$ cat src/rtl/smb_cfg_pkg.sv
package smb_cfg_pkg;

    localparam int BYTE_W = 8;

    localparam logic [7:0] IX_ENABLES = 8'd0;
    localparam logic [7:0] IX_SPREAD  = 8'd1;
    localparam logic [7:0] IX_SLEW    = 8'd2;
    localparam logic [7:0] IX_BLANK   = 8'd3;
    localparam logic [7:0] IX_ONES    = 8'd4;
    localparam logic [7:0] IX_REV     = 8'd5;
    localparam logic [7:0] IX_DEV     = 8'd6;
    localparam logic [7:0] IX_COUNT   = 8'd7;

    typedef enum logic [2:0] {
        ST_IDLE, ST_RX, ST_RX_ACK, ST_TX, ST_TX_ACK, ST_IGNORE
    } link_state_e;

    typedef enum logic [1:0] {
        PH_ADDR, PH_INDEX, PH_COUNT, PH_DATA
    } rx_phase_e;

    typedef struct packed {
        link_state_e        st;
        rx_phase_e          ph;
        logic [3:0]         bits;
        logic [BYTE_W-1:0]  shift;
        logic [BYTE_W-1:0]  ptr;
        logic [BYTE_W-1:0]  remain;
        logic               is_read;
        logic               host_ack;
        logic               pull;
        logic               wr;
        logic [BYTE_W-1:0]  wr_ix;
        logic [BYTE_W-1:0]  wr_val;
    } link_t;

    typedef struct packed {
        logic [1:0] enables;
        logic       sw_spread;
        logic [1:0] sw_ss;
        logic [1:0] amp;
        logic [1:0] slew;
        logic [4:0] rd_count;
    } bank_t;

endpackage

$ cat src/rtl/smb_line_sync.sv
module smb_line_sync #(
    parameter int STAGES = 2
) (
    input  logic clk,
    input  logic rst_n,
    input  logic scl_i,
    input  logic sda_i,
    output logic scl_s,
    output logic sda_s,
    output logic scl_rise,
    output logic scl_fall,
    output logic start_det,
    output logic stop_det
);
    localparam int TOP = STAGES - 1;

    logic [TOP:0] scl_ff_q, scl_ff_d;
    logic [TOP:0] sda_ff_q, sda_ff_d;
    logic         scl_prev_q, sda_prev_q;

    always_comb begin
        scl_ff_d = {scl_ff_q[TOP-1:0], scl_i};
        sda_ff_d = {sda_ff_q[TOP-1:0], sda_i};
    end

    always_ff @(posedge clk or negedge rst_n) begin
        if (!rst_n) begin
            scl_ff_q   <= '1;
            sda_ff_q   <= '1;
            scl_prev_q <= 1'b1;
            sda_prev_q <= 1'b1;
        end else begin
            scl_ff_q   <= scl_ff_d;
            sda_ff_q   <= sda_ff_d;
            scl_prev_q <= scl_ff_q[TOP];
            sda_prev_q <= sda_ff_q[TOP];
        end
    end

    assign scl_s     = scl_ff_q[TOP];
    assign sda_s     = sda_ff_q[TOP];
    assign scl_rise  = scl_s & ~scl_prev_q;
    assign scl_fall  = ~scl_s & scl_prev_q;
    assign start_det = scl_s & scl_prev_q & ~sda_s & sda_prev_q;
    assign stop_det  = scl_s & scl_prev_q & sda_s & ~sda_prev_q;

endmodule

$ cat src/rtl/smb_cfg_bank.sv
module smb_cfg_bank
    import smb_cfg_pkg::*;
#(
    parameter logic [7:0] REV_ID   = 8'h01,
    parameter logic [7:0] DEV_ID   = 8'h02,
    parameter logic [4:0] BC_RESET = 5'd8
) (
    input  logic       clk,
    input  logic       rst_n,
    input  logic       wr_en,
    input  logic [7:0] wr_ix,
    input  logic [7:0] wr_val,
    input  logic [7:0] rd_ix,
    input  logic [1:0] ss_strap,
    output logic [7:0] rd_val,
    output logic [4:0] rd_count,
    output logic [1:0] out_en,
    output logic [1:0] ss_mode,
    output logic [1:0] amp_sel,
    output logic [1:0] slew_sel
);
    bank_t bank_q, bank_d;
    logic [1:0] strap_code;
    logic       unused_wr_hi;

    assign unused_wr_hi = ^wr_val[7:6];

    always_comb begin
        case (ss_strap)
            2'b00:   strap_code = 2'b00;
            2'b01:   strap_code = 2'b01;
            default: strap_code = 2'b11;
        endcase
    end

    always_comb begin
        bank_d = bank_q;
        if (wr_en) begin
            case (wr_ix)
                IX_ENABLES: bank_d.enables = wr_val[2:1];
                IX_SPREAD: begin
                    bank_d.sw_spread = wr_val[5];
                    bank_d.sw_ss     = wr_val[4:3];
                    bank_d.amp       = wr_val[1:0];
                end
                IX_SLEW:    bank_d.slew     = wr_val[2:1];
                IX_COUNT:   bank_d.rd_count = wr_val[4:0];
                default:    ;
            endcase
        end
    end

    always_ff @(posedge clk or negedge rst_n) begin
        if (!rst_n) begin
            bank_q.enables   <= 2'b11;
            bank_q.sw_spread <= 1'b0;
            bank_q.sw_ss     <= 2'b00;
            bank_q.amp       <= 2'b10;
            bank_q.slew      <= 2'b11;
            bank_q.rd_count  <= BC_RESET;
        end else begin
            bank_q <= bank_d;
        end
    end

    always_comb begin
        case (rd_ix)
            IX_ENABLES: rd_val = {5'b0, bank_q.enables, 1'b0};
            IX_SPREAD:  rd_val = {strap_code, bank_q.sw_spread, bank_q.sw_ss, 1'b0, bank_q.amp};
            IX_SLEW:    rd_val = {5'b0, bank_q.slew, 1'b0};
            IX_BLANK:   rd_val = 8'h00;
            IX_ONES:    rd_val = 8'hFF;
            IX_REV:     rd_val = REV_ID;
            IX_DEV:     rd_val = DEV_ID;
            IX_COUNT:   rd_val = {3'b0, bank_q.rd_count};
            default:    rd_val = 8'h00;
        endcase
    end

    assign rd_count = bank_q.rd_count;
    assign out_en   = bank_q.enables;
    assign amp_sel  = bank_q.amp;
    assign slew_sel = bank_q.slew;
    assign ss_mode  = bank_q.sw_spread ? bank_q.sw_ss : strap_code;

    // Enables move only on the cycle after a write strobe aimed at index 0.
    assert_enables_by_write_R9: assert property (@(posedge clk) disable iff (!rst_n)
        !$stable(out_en) |-> ($past(wr_en) && $past(wr_ix) == IX_ENABLES));

    // The read count moves only after a write aimed at index 7.
    assert_count_by_write_R5: assert property (@(posedge clk) disable iff (!rst_n)
        !$stable(rd_count) |-> ($past(wr_en) && $past(wr_ix) == IX_COUNT));

endmodule

$ cat src/rtl/smb_clkgen_cfg.sv
module smb_clkgen_cfg
    import smb_cfg_pkg::*;
#(
    parameter logic [6:0] ADDR_BASE   = 7'h68,
    parameter int         SYNC_STAGES = 2,
    parameter logic [7:0] REV_ID      = 8'h01,
    parameter logic [7:0] DEV_ID      = 8'h02,
    parameter logic [4:0] BC_RESET    = 5'd8
) (
    input  logic       clk,
    input  logic       rst_n,
    input  logic       scl_i,
    input  logic       sda_i,
    output logic       sda_o,
    output logic       sda_oe,
    input  logic       addr_sel,
    input  logic [1:0] ss_strap,
    output logic [1:0] out_en,
    output logic [1:0] ss_mode,
    output logic [1:0] amp_sel,
    output logic [1:0] slew_sel
);
    localparam logic [3:0] LAST_BIT = 4'(BYTE_W - 1);
    localparam logic [3:0] FULL     = 4'(BYTE_W);

    logic scl_s, sda_s, scl_rise, scl_fall, start_det, stop_det;
    logic [7:0] rd_val;
    logic [4:0] rd_count;
    logic [6:0] own_addr;
    logic [7:0] count_byte;
    link_t q, d;

    assign own_addr   = {ADDR_BASE[6:1], addr_sel};
    assign count_byte = {3'b0, rd_count};

    smb_line_sync #(.STAGES(SYNC_STAGES)) i_sync (
        .clk(clk), .rst_n(rst_n), .scl_i(scl_i), .sda_i(sda_i),
        .scl_s(scl_s), .sda_s(sda_s), .scl_rise(scl_rise), .scl_fall(scl_fall),
        .start_det(start_det), .stop_det(stop_det)
    );

    smb_cfg_bank #(.REV_ID(REV_ID), .DEV_ID(DEV_ID), .BC_RESET(BC_RESET)) i_bank (
        .clk(clk), .rst_n(rst_n), .wr_en(q.wr), .wr_ix(q.wr_ix), .wr_val(q.wr_val),
        .rd_ix(q.ptr), .ss_strap(ss_strap), .rd_val(rd_val), .rd_count(rd_count),
        .out_en(out_en), .ss_mode(ss_mode), .amp_sel(amp_sel), .slew_sel(slew_sel)
    );

    always_comb begin
        d    = q;
        d.wr = 1'b0;
        if (start_det) begin
            d.st   = ST_RX;
            d.ph   = PH_ADDR;
            d.bits = '0;
            d.pull = 1'b0;
        end else if (stop_det) begin
            d.st   = ST_IDLE;
            d.pull = 1'b0;
        end else begin
            case (q.st)
                ST_RX: begin
                    if (scl_rise && q.bits < FULL) begin
                        d.shift = {q.shift[6:0], sda_s};
                        d.bits  = q.bits + 4'd1;
                    end else if (scl_fall && q.bits == FULL) begin
                        d.bits = '0;
                        d.st   = ST_RX_ACK;
                        d.pull = 1'b1;
                        case (q.ph)
                            PH_ADDR: begin
                                if (q.shift[7:1] != own_addr) begin
                                    d.st   = ST_IGNORE;
                                    d.pull = 1'b0;
                                end else begin
                                    d.is_read = q.shift[0];
                                end
                            end
                            PH_INDEX: d.ptr    = q.shift;
                            PH_COUNT: d.remain = q.shift;
                            default: begin
                                if (q.remain == '0) begin
                                    d.st   = ST_IGNORE;
                                    d.pull = 1'b0;
                                end else begin
                                    d.wr     = 1'b1;
                                    d.wr_ix  = q.ptr;
                                    d.wr_val = q.shift;
                                    d.ptr    = q.ptr + 8'd1;
                                    d.remain = q.remain - 8'd1;
                                end
                            end
                        endcase
                    end
                end
                ST_RX_ACK: begin
                    if (scl_fall) begin
                        d.bits = '0;
                        if (q.ph == PH_ADDR && q.is_read) begin
                            d.st    = ST_TX;
                            d.shift = count_byte;
                            d.pull  = ~count_byte[7];
                        end else begin
                            d.st   = ST_RX;
                            d.pull = 1'b0;
                            case (q.ph)
                                PH_ADDR:  d.ph = PH_INDEX;
                                PH_INDEX: d.ph = PH_COUNT;
                                default:  d.ph = PH_DATA;
                            endcase
                        end
                    end
                end
                ST_TX: begin
                    if (scl_fall) begin
                        if (q.bits == LAST_BIT) begin
                            d.st   = ST_TX_ACK;
                            d.pull = 1'b0;
                            d.bits = '0;
                        end else begin
                            d.bits  = q.bits + 4'd1;
                            d.shift = {q.shift[6:0], 1'b0};
                            d.pull  = ~q.shift[6];
                        end
                    end
                end
                ST_TX_ACK: begin
                    if (scl_rise) begin
                        d.host_ack = ~sda_s;
                    end else if (scl_fall) begin
                        if (q.host_ack) begin
                            d.st    = ST_TX;
                            d.shift = rd_val;
                            d.pull  = ~rd_val[7];
                            d.ptr   = q.ptr + 8'd1;
                            d.bits  = '0;
                        end else begin
                            d.st = ST_IGNORE;
                        end
                    end
                end
                default: ;
            endcase
        end
    end

    always_ff @(posedge clk or negedge rst_n) begin
        if (!rst_n) begin
            q <= '{st: ST_IDLE, ph: PH_ADDR, default: '0};
        end else begin
            q <= d;
        end
    end

    assign sda_oe = q.pull;
    assign sda_o  = 1'b0;

    // The data line is only pulled or released while SCL is low.
    assert_pull_scl_low_R12: assert property (@(posedge clk) disable iff (!rst_n)
        !$stable(q.pull) |-> !scl_s);

    // A START always lands the engine at the start of address reception.
    assert_start_restarts_R11: assert property (@(posedge clk) disable iff (!rst_n)
        start_det |=> (q.st == ST_RX && q.ph == PH_ADDR && q.bits == 4'd0));

    // Each stored byte advances the index by exactly one.
    assert_index_step_R2: assert property (@(posedge clk) disable iff (!rst_n)
        q.wr |-> q.ptr == q.wr_ix + 8'd1);

    // The store strobe is a single-cycle pulse.
    assert_store_pulse_R2: assert property (@(posedge clk) disable iff (!rst_n)
        q.wr |=> !q.wr);

    // A NACKed address never leads to a pulled line.
    assert_mismatch_silent_R1: assert property (@(posedge clk) disable iff (!rst_n)
        (q.st == ST_RX && q.ph == PH_ADDR && scl_fall && q.bits == FULL
         && q.shift[7:1] != own_addr) |=> !q.pull);

endmodule

$ cat config.mk
export PLATFORM = sky130hd
export DESIGN_NAME = smb_clkgen_cfg
export DESIGN_NICKNAME = d
export VERILOG_FILES = /design/src/rtl/smb_cfg_pkg.sv /design/src/rtl/smb_line_sync.sv /design/src/rtl/smb_cfg_bank.sv /design/src/rtl/smb_clkgen_cfg.sv
export SDC_FILE = /design/constraint.sdc
export NUM_CORES = 1
export LEC_CHECK = 0
export BUFFER_PORTS_ARGS = -buffer_cell sky130_fd_sc_hd__buf_2
export CORE_ASPECT_RATIO = 0.7
export CORE_MARGIN = 5
export CORE_UTILIZATION = 61
export DETAILED_ROUTE_END_ITERATION = 12
export PLACE_DENSITY = 0.86
export SYNTH_ARGS = -nofsm -noshare
export SYNTH_HDL_FRONTEND = slang
export SYNTH_HIERARCHICAL = 1
export SYNTH_SLANG_ARGS = --single-unit
$ cat constraint.sdc
create_clock -name clk -period 3.95 [get_ports clk]
set_clock_uncertainty 0.1 [all_clocks]
set_input_delay 0.79 -clock clk [delete_from_list [all_inputs] [get_ports clk]]
set_output_delay 0.79 -clock clk [all_outputs]
set_load 0.01 [all_outputs]
==> impl_results.md <==
- Status: completed
- Min-delay worst type: primary input to async pin
- WP data arrival: 3290 ps
- Pre-Repair DR Iteration Count: 5
- Multi-input gate area: 0.00222 sq mm
- Num CTS Buffers: 9
- Fin. max-slew vios: 0
- Final hold vios: 0
- Fillers: 522
- Vias in the first global route: 3313
- Sw frac: 0.379
- Dpl hpwl: 7040 microns
- Max_cap viols: 0
- Antenna viol nets, final: 0
- Gpl congestion: 0.943
- Synth-to-Final Area Change: 6.01%
- Final Net Count: 457
- Synthesis Warnings: 6
- Mapped Area: 0.00424 sq mm
- FF-to-FF path depth: 6
- Routed WL: 10100 microns
- Cell count after synthesis: 436
- Die boundary width: 110 microns
- Ant diodes: 0
- # H-tree levels: 3
- Violation count after the first detailed-route iteration: 425
- Die height: 79.8 microns
- Register area: 0.00179 sq mm
- Finished Layout Cells: 538
- Leakage: 1.99 nW
- Clk Latency, worst-skew pair: 360 ps
- Finish-stage setup viols: 0
- Worst path required time: 4090 ps
- Avg Inst Size Synth: 9.73 sq um
- Type of origin of the critical path: flop
- Core Region: 0.00676 sq mm
- Final sum of negative setup slack: 0 ps
- Ports: 17
- Synthesized net count: 454
- P_int: 0.00132 W
- Drt wl/cell: 18.8 microns
- Global-route wire length before repair: 16600 microns
- Resize count post-CTS: 0
- Maximum VDD drop: 221 uV
- Gr usage total: 0.249
- Max-slew headroom: 0.311
- Reg power frac: 0.472
- # port buffers: 15
- Clock slew at reported path FFs: 80 ps
- Sw power: 0.000807 W
- Sink Count: 71
- TritonCTS clock tree: yes
- Placed cells: 522
- Critical Path End Type: flop
- Tmin final: 3160 ps
- Largest net degree at the start of global routing: 41
- Crit Path Category: flop to flop
- Setup Fix Bufs, Post-CTS: 0
- Power Dens Cells: 473 mW/mm^2
- Share of layout cells above drive strength 1: 0.218
- DR vias: 3471
- Crit share post-route: 0.799
- Hold Buf Count CTS: 0
- CTS Buffer Depth: 2
- Fmax: 317 MHz
- Slew @ Worst Pin: 1030 ps
- Die ar.: 0.00875 sq mm
- Initial antenna violation count: 0
- Row cnt: 25
- GR Overflow Total: 0
- Initial core utilization: 0.628
- Power share of the clock group: 0.249
- # DRC: 0
- Clock root cell: clkbuf_8
- Gate power share: 0.279
- RSZ-0062 raised after global routing: no
- Crit-path max FO: 12
- Vias per inst: 6.45
-- metal layers --
metal | global-route usage | vias up | wire length, microns
li1 | - | 1594 | -
met1 | 0.341 | 1694 | 4350
met2 | 0.387 | 161 | 4600
met3 | 0.0582 | 22 | 943
met4 | 0.0847 | 0 | 205
met5 | 0 | - | 0
-- cell usage in the layout (no fill, tap or decap), types with 3 or more instances in the layout --
master and count:
a22o_1 6, and4_1 3, and4b_1 3, ha_1 11, dfstp_2 12, nor3b_1 9, a32o_1 6, a21oi_1 30
o21a_1 3, a31oi_1 5, mux2_2 39, nand2_1 32, buf_2 15, a22oi_1 9, and3_1 4, o21ai_0 30
buf_4 9, nand3b_1 4, nand4b_1 4, nor3_1 11, clkinv_2 4, nand4_1 3, and2_1 4, dfrtp_1 59
nor4_1 4, o22ai_1 3, nor2b_1 9, nor2_1 37, mux2i_1 6, nand3_1 12, clkbuf_8 11, nand2b_1 3
inv_1 15
-- flip-flops by register name (all words and copies together) (netlist names) --
name	cells
i_bank/amp_sel	2
i_bank/bank_q	3
i_bank/out_en	2
i_bank/rd_count	5
i_bank/slew_sel	2
i_sync/scl_ff_q	2
i_sync/scl_prev_q	1
i_sync/sda_ff_q	2
i_sync/sda_prev_q	1
q	50
sda_oe	1
-- critical path: stages, from the launching register on --
cell,delay [ps]
dfstp_2,550
nor2b_1,430
nand4b_1,300
or4_4,490
a2111oi_4,690
o21ai_0,230
a22o_1,240
-- through the flow --
step | power, W | worst slack [ps] | util | cell area [sq um] | hold WS [ps]
final | 0.00213 | 794 | 0.666 | 4500 | 155
after detailed placement | 0.00158 | 877 | 0.640 | 4320 | 250
after CTS | 0.00211 | 865 | 0.666 | 4500 | 147
after global routing | 0.00223 | 623 | 0.666 | 4500 | 152
after global placement | 0.00155 | 989 | 0.640 | 4320 | 250
after floorplan | 0.00139 | 1300 | - | 4240 | 245
-- final timing paths --
kind                               startpoint            endpoint  slack, ps
hold reg to reg            i_sync/sda_ff_q[0]  i_sync/sda_ff_q[1]        260
hold / removal                          rst_n   i_bank/bank_q[10]        150
setup reg to reg            i_sync/scl_prev_q               q[33]        790
max in group asynchronous               rst_n    i_bank/out_en[1]       2870
min in group clk           i_sync/sda_ff_q[0]  i_sync/sda_ff_q[1]        260
setup / recovery            i_sync/scl_prev_q               q[33]        790
-- power by group through the flow --
stage               registers, W  logic, W  clock network (W)
floorplan               0.000895  0.000499                  0
global placement         0.00100  0.000551                  0
detailed placement       0.00101  0.000573                  0
CTS                     0.000995  0.000580           0.000538
global route             0.00102  0.000647           0.000572
finish                   0.00100  0.000594           0.000529
-- layout make-up --
class                      instances  share of cell area
multi-input combinational        318               0.492
timing repair buffer              24              0.0317
clock buffer                      12              0.0345
sequential                        71               0.398
tap                               94              0.0261
clock inverter                     4             0.00445
inverter                          15              0.0125
Note: power is estimated with default switching activity, not from simulation.
